$ cat config.mk
export PLATFORM = sky130hd
export DESIGN_NAME = dled_pwm
export DESIGN_NICKNAME = d
export VERILOG_FILES = /design/src/rtl/dled_pkg.sv /design/src/rtl/dled_seq.sv /design/src/rtl/dled_duty.sv /design/src/rtl/dled_align.sv /design/src/rtl/dled_pwm.sv
export SDC_FILE = /design/constraint.sdc
export NUM_CORES = 2
export LEC_CHECK = 0
export CAP_MARGIN = 20
export CORE_ASPECT_RATIO = 2
export CORE_UTILIZATION = 51
export DETAILED_ROUTE_END_ITERATION = 8
export GPL_ROUTABILITY_DRIVEN = 0
export PLACE_DENSITY = 0.68
export SLEW_MARGIN = 20
export SYNTH_ARGS = -nofsm -noshare
export SYNTH_HDL_FRONTEND = slang
export SYNTH_SLANG_ARGS = --single-unit
$ cat constraint.sdc
create_clock -name clk -period 4.3 [get_ports clk]
set_input_delay 0.43 -clock clk [delete_from_list [all_inputs] [get_ports clk]]
set_output_delay 0.43 -clock clk [all_outputs]
set_load 0.03 [all_outputs]
$ cat src/rtl/dled_pkg.sv
package dled_pkg;
    localparam int VAL_W   = 8;
    localparam int SCALE_W = 13;

    typedef enum logic [1:0] {SEQ_OFF, SEQ_LOAD, SEQ_RUN} seq_state_e;
    typedef enum logic [1:0] {ALN_LEAD, ALN_MID, ALN_TRAIL} align_e;

    // brightness scale, 0..4096 (4096 = full)
    function automatic logic [SCALE_W-1:0] bright_scale(input logic [VAL_W-1:0] b,
                                                        input logic log_mode);
        logic [SCALE_W-1:0] mant;
        logic [SCALE_W-1:0] sh;
        if (!log_mode) begin
            bright_scale = SCALE_W'({1'b0, b} + 9'(b[7])) << 4;
        end else if (b == '0) begin
            bright_scale = '0;
        end else if (b == '1) begin
            bright_scale = SCALE_W'(4096);
        end else begin
            mant = SCALE_W'(b[4:0]) + SCALE_W'(32);
            sh   = mant << b[7:5];
            bright_scale = sh >> 1;
        end
    endfunction
endpackage

$ cat src/rtl/dled_seq.sv
module dled_seq
    import dled_pkg::*;
#(
    parameter int CNT_W = 9,
    parameter int DIT_W = 3
) (
    input  logic             clk,
    input  logic             rst_n,
    input  logic             chip_on,
    output logic             run,
    output logic             latch_en,
    output logic [DIT_W-1:0] frame_nxt,
    output logic [CNT_W-1:0] cnt
);
    seq_state_e       state_q, state_d;
    logic [CNT_W-1:0] cnt_q;
    logic [DIT_W-1:0] frame_q;
    logic             wrap;

    always_comb begin
        state_d = state_q;
        unique case (state_q)
            SEQ_OFF:  if (chip_on) state_d = SEQ_LOAD;
            SEQ_LOAD: state_d = chip_on ? SEQ_RUN : SEQ_OFF;
            SEQ_RUN:  if (!chip_on) state_d = SEQ_OFF;
            default:  state_d = SEQ_OFF;
        endcase
    end

    always_ff @(posedge clk or negedge rst_n) begin
        if (!rst_n) state_q <= SEQ_OFF;
        else        state_q <= state_d;
    end

    always_comb begin
        run       = (state_q == SEQ_RUN);
        wrap      = (cnt_q == '1);
        latch_en  = chip_on && ((state_q == SEQ_LOAD) || (run && wrap));
        frame_nxt = (state_q == SEQ_LOAD) ? '0 : frame_q + 1'b1;
        cnt       = cnt_q;
    end

    always_ff @(posedge clk or negedge rst_n) begin
        if (!rst_n) begin
            cnt_q   <= '0;
            frame_q <= '0;
        end else if (latch_en) begin
            cnt_q   <= '0;
            frame_q <= frame_nxt;
        end else if (run) begin
            cnt_q   <= cnt_q + 1'b1;
        end
    end
endmodule

$ cat src/rtl/dled_duty.sv
module dled_duty
    import dled_pkg::*;
#(
    parameter int CNT_W = 9,
    parameter int DIT_W = 3
) (
    input  logic [VAL_W-1:0] color,
    input  logic [VAL_W-1:0] bright,
    input  logic             log_mode,
    input  logic             dith_en,
    input  logic [DIT_W-1:0] frame,
    output logic [CNT_W:0]   width
);
    localparam int DUTY_W     = CNT_W + DIT_W;
    localparam int DW1        = DUTY_W + 1;
    localparam int PROD_W     = VAL_W + 1 + SCALE_W;
    localparam int PROD_SHIFT = (VAL_W + SCALE_W - 1) - DUTY_W;

    logic [VAL_W:0]     c_ext;
    logic [SCALE_W-1:0] scale;
    logic [PROD_W-1:0]  prod;
    logic [DW1-1:0]     duty;
    logic [DIT_W-1:0]   rev;
    logic               extra;

    always_comb begin
        c_ext = {1'b0, color} + (VAL_W+1)'(color[VAL_W-1]);
        scale = bright_scale(bright, log_mode);
        prod  = PROD_W'(c_ext) * PROD_W'(scale);
        duty  = DW1'(prod >> PROD_SHIFT);
        for (int i = 0; i < DIT_W; i++) rev[i] = frame[DIT_W-1-i];
        extra = dith_en && (rev < duty[DIT_W-1:0]);
        width = duty[DUTY_W:DIT_W] + (CNT_W+1)'(extra);
    end
endmodule

$ cat src/rtl/dled_align.sv
module dled_align
    import dled_pkg::*;
#(
    parameter int CNT_W = 9
) (
    input  logic [CNT_W-1:0] cnt,
    input  logic [CNT_W:0]   width,
    input  align_e           mode,
    output logic             on
);
    localparam int PW = CNT_W + 1;
    localparam logic [PW-1:0] PERIOD = PW'(1 << CNT_W);

    logic [PW-1:0] cnt_e, start, stop;

    always_comb begin
        cnt_e = {1'b0, cnt};
        start = (PERIOD - width) >> 1;
        stop  = start + width;
        unique case (mode)
            ALN_LEAD:  on = cnt_e < width;
            ALN_MID:   on = (cnt_e >= start) && (cnt_e < stop);
            ALN_TRAIL: on = cnt_e >= (PERIOD - width);
            default:   on = 1'b0;
        endcase
    end
endmodule

$ cat src/rtl/dled_pwm.sv
module dled_pwm
    import dled_pkg::*;
#(
    parameter int NUM_MOD = 4,
    parameter int CNT_W   = 9,
    parameter int DIT_W   = 3
) (
    input  logic                   clk,
    input  logic                   rst_n,
    input  logic                   chip_on,
    input  logic                   dither_on,
    input  logic                   log_on,
    input  logic                   phase_on,
    input  logic [NUM_MOD-1:0]     bank_mode,
    input  logic [8*3*NUM_MOD-1:0] chan_color,
    input  logic [8*NUM_MOD-1:0]   mod_bright,
    input  logic [23:0]            bank_color,
    input  logic [7:0]             bank_bright,
    output logic [3*NUM_MOD-1:0]   pwm_out
);
    localparam int NUM_CH = 3 * NUM_MOD;
    localparam int WW     = CNT_W + 1;

    logic                 run_w, latch_w, phase_q;
    logic [DIT_W-1:0]     frame_w;
    logic [CNT_W-1:0]     cnt_w;
    logic [NUM_CH*WW-1:0] width_flat;

    dled_seq #(.CNT_W(CNT_W), .DIT_W(DIT_W)) seq_i (
        .clk(clk), .rst_n(rst_n), .chip_on(chip_on), .run(run_w),
        .latch_en(latch_w), .frame_nxt(frame_w), .cnt(cnt_w)
    );

    always_ff @(posedge clk or negedge rst_n) begin
        if (!rst_n)       phase_q <= 1'b0;
        else if (latch_w) phase_q <= phase_on;
    end

    for (genvar ch = 0; ch < NUM_CH; ch++) begin : g_ch
        localparam int MOD  = ch / 3;
        localparam int COMP = ch % 3;
        logic [7:0]    col_sel, br_sel;
        logic [WW-1:0] w_nxt, w_q;
        align_e        aln;
        logic          on;

        assign col_sel = bank_mode[MOD] ? bank_color[COMP*8 +: 8] : chan_color[ch*8 +: 8];
        assign br_sel  = bank_mode[MOD] ? bank_bright : mod_bright[MOD*8 +: 8];

        dled_duty #(.CNT_W(CNT_W), .DIT_W(DIT_W)) duty_i (
            .color(col_sel), .bright(br_sel), .log_mode(log_on),
            .dith_en(dither_on), .frame(frame_w), .width(w_nxt)
        );

        always_ff @(posedge clk or negedge rst_n) begin
            if (!rst_n)       w_q <= '0;
            else if (latch_w) w_q <= w_nxt;
        end

        always_comb begin
            if (!phase_q || COMP == 0) aln = ALN_LEAD;
            else if (COMP == 1)        aln = ALN_MID;
            else                       aln = ALN_TRAIL;
        end

        dled_align #(.CNT_W(CNT_W)) align_i (
            .cnt(cnt_w), .width(w_q), .mode(aln), .on(on)
        );

        assign pwm_out[ch]            = run_w && on;
        assign width_flat[ch*WW +: WW] = w_q;
    end
endmodule

==> metrics, run 1 <==
sequential fraction of the synthesis area=5.58%; post-DP HPWL=about 200000 µm; Cell Area, Synth=0.0605 mm²; Synth top area share=between 30 and 40%; Syn Inst Count=7442; syn_nets=around 9.3k; clk buf depth=2; gr ovfl total=1; number of cells after detailed placement=10.4k; synth unique cells=about 110; flops & latches, synth=between 100 and 150; status=stopped before the end; Log Error=[ERROR GRT-0232] Routing congestion too high. Check the congestion heatmap in the GUI.; EDFF count, synth=0; Rows=178; Worst EP Category=register data pin; commonest register cell after synthesis=dfrtp_1; largest net degree at the start of global routing=73; dpl ws=-4.29 ns; Die Wd=around 250 µm; FFs w/ async S/R, synth=100%; Top-Level Pins=182; Synth area leader=fa_1; GRT repair_timing worst endpoint=g_ch[2].w_q[9]$_DFFE_PN0P_/D; chip height=489 µm; Avg Cell Area, Syn=8.13 µm²; Area contributors post-synth=fa_1 (30%), ha_1 (16%), inv_1 (7.3%), nor2_1 (5.7%), dfrtp_1 (5.6%); yosys warns=0; gr usage total=46.5%; buffers added on ports=~180; CTS Buf Count=17; Fail Step=global routing; htree depth=4; clock sink count=135; initial core utilization=51.5%; Root Buffer=clkbuf_16
[metal layers]
layer  global-route usage, %  overflow
met5                    1.92         0
met4                    53.3         1
met3                    18.1         0
met2                    76.4         0
met1                    40.1         0
[through the flow]
step	hold slack (ns)	setup TNS [ns]	cell area (µm²)	util, %
3_3_place_gp	0.452	-417.18	77500	65.9
3_5_place_dp	0.464	-429.08	77500	65.9
4_1_cts	0.472	-303.94	82700	70.3
2_1_floorplan	0.134	-309.81	63300	-
[cell families after synthesis]
kind of cell / share of synthesized area [%]
xor+xnor: 6.94
fa+ha+maj: 45.9
simple gates: 19.4
buf+inv: 9.21
flops: 5.58
compound gates: 10.8
mux: 2.28
[synthesized netlist by cell type, types with 12 or more instances]
cell	number
nor4_1	31
a32oi_1	35
a211oi_1	17
nor3_1	83
a21boi_0	20
a21o_1	149
and2_1	79
o21ai_0	229
o211ai_1	14
nand4_1	49
and3_1	32
or3_1	33
a211o_1	12
xnor2_1	333
nand2b_1	119
a21oi_1	232
buf_1	20
inv_1	1173
a31oi_1	31
o22ai_1	14
nand3b_1	32
or4_1	15
o21a_1	60
nor2b_1	104
mux2i_1	73
o31ai_1	13
fa_1	914
nor2_1	918
clkbuf_1	262
xor2_1	142
and3b_1	12
dfrtp_1	135
nand2_1	834
or2_2	71
o31a_1	13
o22a_1	13
ha_1	754
mux2_2	47
o21bai_1	14
nand3_1	103
[what timing repair did]
| item | CTS |
|---|---|
| gates resized for setup | 874 |
| pin swaps | 422 |
| setup endpoints to repair | 124 |
| buffers inserted | 204 |
| hold endpoints to repair | 4 |
| gates cloned | 2 |
| hold buffers | 1 |
==> inputs of run 2 (changes only) <==
Settings changed: CORE_ASPECT_RATIO 2 to unset, CORE_UTILIZATION 51 to 36, PLACE_DENSITY 0.68 to unset, PLACE_DENSITY_LB_ADDON set to 0.15.
==> run 2 against run 1 <==
Compared with the run above: the flow now finishes, with violations (setup timing); synthesized cell count unchanged; area after synthesis unchanged.
==> metrics, run 2 <==
CP required=between 4 and 5 ns; DR top layer=met5; buffers added on ports=181 (unchanged); cell family with most CP delay=adder cells; drt first pass iters=6; reg2reg start=seq_i.state_q[1]; critical path type=in2reg; peak fanout along the critical path=5; Synth top area share=30.2% (unchanged); vias in the first global route=58.8k; max-cap violations=0; chip height=412 µm (-16%); Cell Pwr Density=roughly 640 mW/mm²; vias=around 58k; final core utilization=51.4%; clk_lat worst skew=0.49 ns; antenna violations before repair=10; area grow syn2layout=41.9%; WP buf/inv=13; most common cell after layout, fill and taps aside=buf_4; Filler cells=15.8k; most frequent cells in the layout=buf_4 (1535), inv_1 (1104), fa_1 (896); Top-Level Pins=182 (unchanged); layout cells sized above 1=31.6%; Synth area leader=fa_1; length of routed wiring on met1=109000 µm; Layout Skew=roughly 0.013 ns; DR WL met2=97800 µm; Worst-path clk slew=0.06 ns; Pleak=43.5 nW; CTS tree=built; gr ovfl total=0; EDFF count, synth=0 (unchanged); peak supply drop=569 µV; Nets=roughly 11k; RSZ-0062 raised after global routing=yes; Die Wd=412 µm (+68%); FFs w/ async S/R, synth=100% (unchanged); non-filler cells, final=between 10k and 15k; Worst Setup SP=mod_bright[19]; Initial DRC Count=4154; slowest cell on the critical path=fa_1; CP Capture Point=g_ch[6].w_q[5]; DR WL/cell=20.1 µm; core area=between 0.15 and 0.2 mm²; Area contributors post-synth=fa_1 (30%), ha_1 (16%), inv_1 (7.3%), nor2_1 (5.7%), dfrtp_1 (5.6%); Worst Setup End Kind=flop; Via density=5.10; syn_nets=9280 (unchanged); largest register by flop count=g_ch.w_q; R2R Path End=g_ch[6].w_q[5]; Pins Over Slew Limit=0; clock sink count=135 (unchanged); CTS Buf Count=17 (unchanged); Setup violations, final=123; crit path DAT=7.63 ns; FF-to-FF path depth=19; DRC Markers=0; Avg Cell Area, Syn=8.13 µm² (unchanged); Critical Path Stages=40; Slew @ Worst Pin=between 1 and 1.5 ns; post-DP HPWL=193000 µm (-3.2%); Root Buffer=clkbuf_16; post-route clock period utilization=169%; sequential fraction of the synthesis area=5.58% (unchanged); htree depth=4 (unchanged); most frequent CP cell=buf_4; Syn Inst Count=7442 (unchanged); slowest stage delay, CP=0.55 ns; number of cells after detailed placement=11.1k (+6.6%); DR WL met3=15700 µm; Hold Crit Class=reg2reg; Max transition margin=29.8%; top post-synthesis cells by count=inv_1 (1173), nor2_1 (918), fa_1 (914), nand2_1 (834), ha_1 (754); final hold violations=0; Tot Pwr=between 50 and 60 mW; commonest register cell after synthesis=dfrtp_1; gr usage total=26.6%; largest net degree at the start of global routing=60; status=finished, violations left; yosys warns=0 (unchanged); clk buf depth=2 (unchanged); first-pass GRT wire length=347000 µm; Max Freq=138 MHz; R2R setup slack=0.51 ns; Cell Area, Synth=0.0605 mm² (unchanged); most numerous cell in the Yosys netlist=inv_1; post-layout min period=7.27 ns; synth unique cells=109 (unchanged); flops & latches, synth=135 (unchanged); die area=~0.17 mm²; Setup WS post-layout=-2.97 ns; Largest register FFs=120; Worst setup SP type=input pin; violated checks=setup timing; Post-DRT Antenna Nets=0; dpl ws=-4.08 ns (+0.215 ns); initial core utilization=36.2% (-15 points); Rows=150 (-16%); Routed WL=228000 µm
## run 2: cell counts after synthesis
Identical to the previous run, type by type.
## run 2: worst min path at each step
stage                           from          endpoint  slack [ns]  cells after the start
CTS                 seq_i.state_q[1]  seq_i.state_q[0]        0.48                      1
global placement    seq_i.state_q[1]  seq_i.state_q[0]        0.45                      1
global route        seq_i.state_q[1]  seq_i.state_q[0]        0.50                      1
detailed placement  seq_i.state_q[1]  seq_i.state_q[0]        0.47                      1
floorplan                      rst_n    g_ch[0].w_q[0]        0.13                      0
finish              seq_i.state_q[1]  seq_i.state_q[0]        0.48                      1
## run 2: metal layers
| layer | vias up | global-route usage (%) |
|---|---|---|
| li1 | 27256 | - |
| met1 | 28660 | 39.0 |
| met2 | 1800 | 40.6 |
| met3 | 231 | 4.05 |
| met4 | 8 | 6.48 |
| met5 | - | 0 |
## run 2: area by class of cell
cell class	count	area [µm²]	share of cell area [%]
antenna	4	10.0	0.0117
clock inverter	11	196	0.229
tap	2204	2760	3.21
inverter	1179	4440	5.17
clock buffer	21	450	0.524
timing repair buffer	1975	17100	19.9
sequential	135	3390	3.95
multi-input combinational	5833	57600	67.0
## run 2: worst reg2reg max path, stage by stage (launching register included)
cell and delay, ns:
dfrtp_1 0.40, nand2b_1 0.34, nand2_1 0.51, buf_4 0.49, a21boi_2 0.11, o21ai_1 0.14, and3b_2 0.22, ha_4 0.12
and2_4 0.14, nand2b_1 0.06, mux2i_2 0.19, buf_4 0.14, buf_4 0.09, buf_4 0.09, buf_4 0.09, buf_4 0.08
buf_4 0.10, nor2b_4 0.15, xnor2_2 0.12, a21oi_1 0.08
## run 2: logic make-up after synthesis
kind of cell | after synthesis | share of synthesized area, %
multiplexers | 128 | 2.28
buffers and inverters | 1474 | 9.21
XOR/XNOR | 477 | 6.94
adder cells (fa/ha/maj) | 1670 | 45.9
flip-flops | 135 | 5.58
AND/OR/NAND/NOR | 2571 | 19.4
AO/OA/AOI/OAI | 987 | 10.8
## run 2: repair_timing
| item | 4_1_cts | 5_1_grt |
|---|---|---|
| gates resized for setup | 740 | 539 |
| hold buffers | 1 | 0 |
| endpoints found under the hold margin | 57 | 0 |
| endpoints found under the setup margin | 124 | 127 |
| cloned | 3 | 2 |
| pin swaps | 333 | 345 |
| setup buffers | 135 | 147 |
## run 2: where the power goes
group,switching (mW),total [mW],internal [mW]
Combinational,25.4,50.6,25.3
Sequential,0.516,2.25,1.73
Clock,0.660,1.70,1.04
Total,26.5,54.6,28.1
## run 2: through the flow
stage               hold WS, ns  area [µm²]  TNS, ns
detailed placement        0.466       78300  -421.28
finish                    0.481       85900  -292.76
floorplan                 0.134       63300  -309.81
CTS                       0.478       82700  -290.25
global placement          0.449       78300  -408.90
global route              0.502       85900  -319.30
Note: power is estimated with default switching activity, not from simulation.
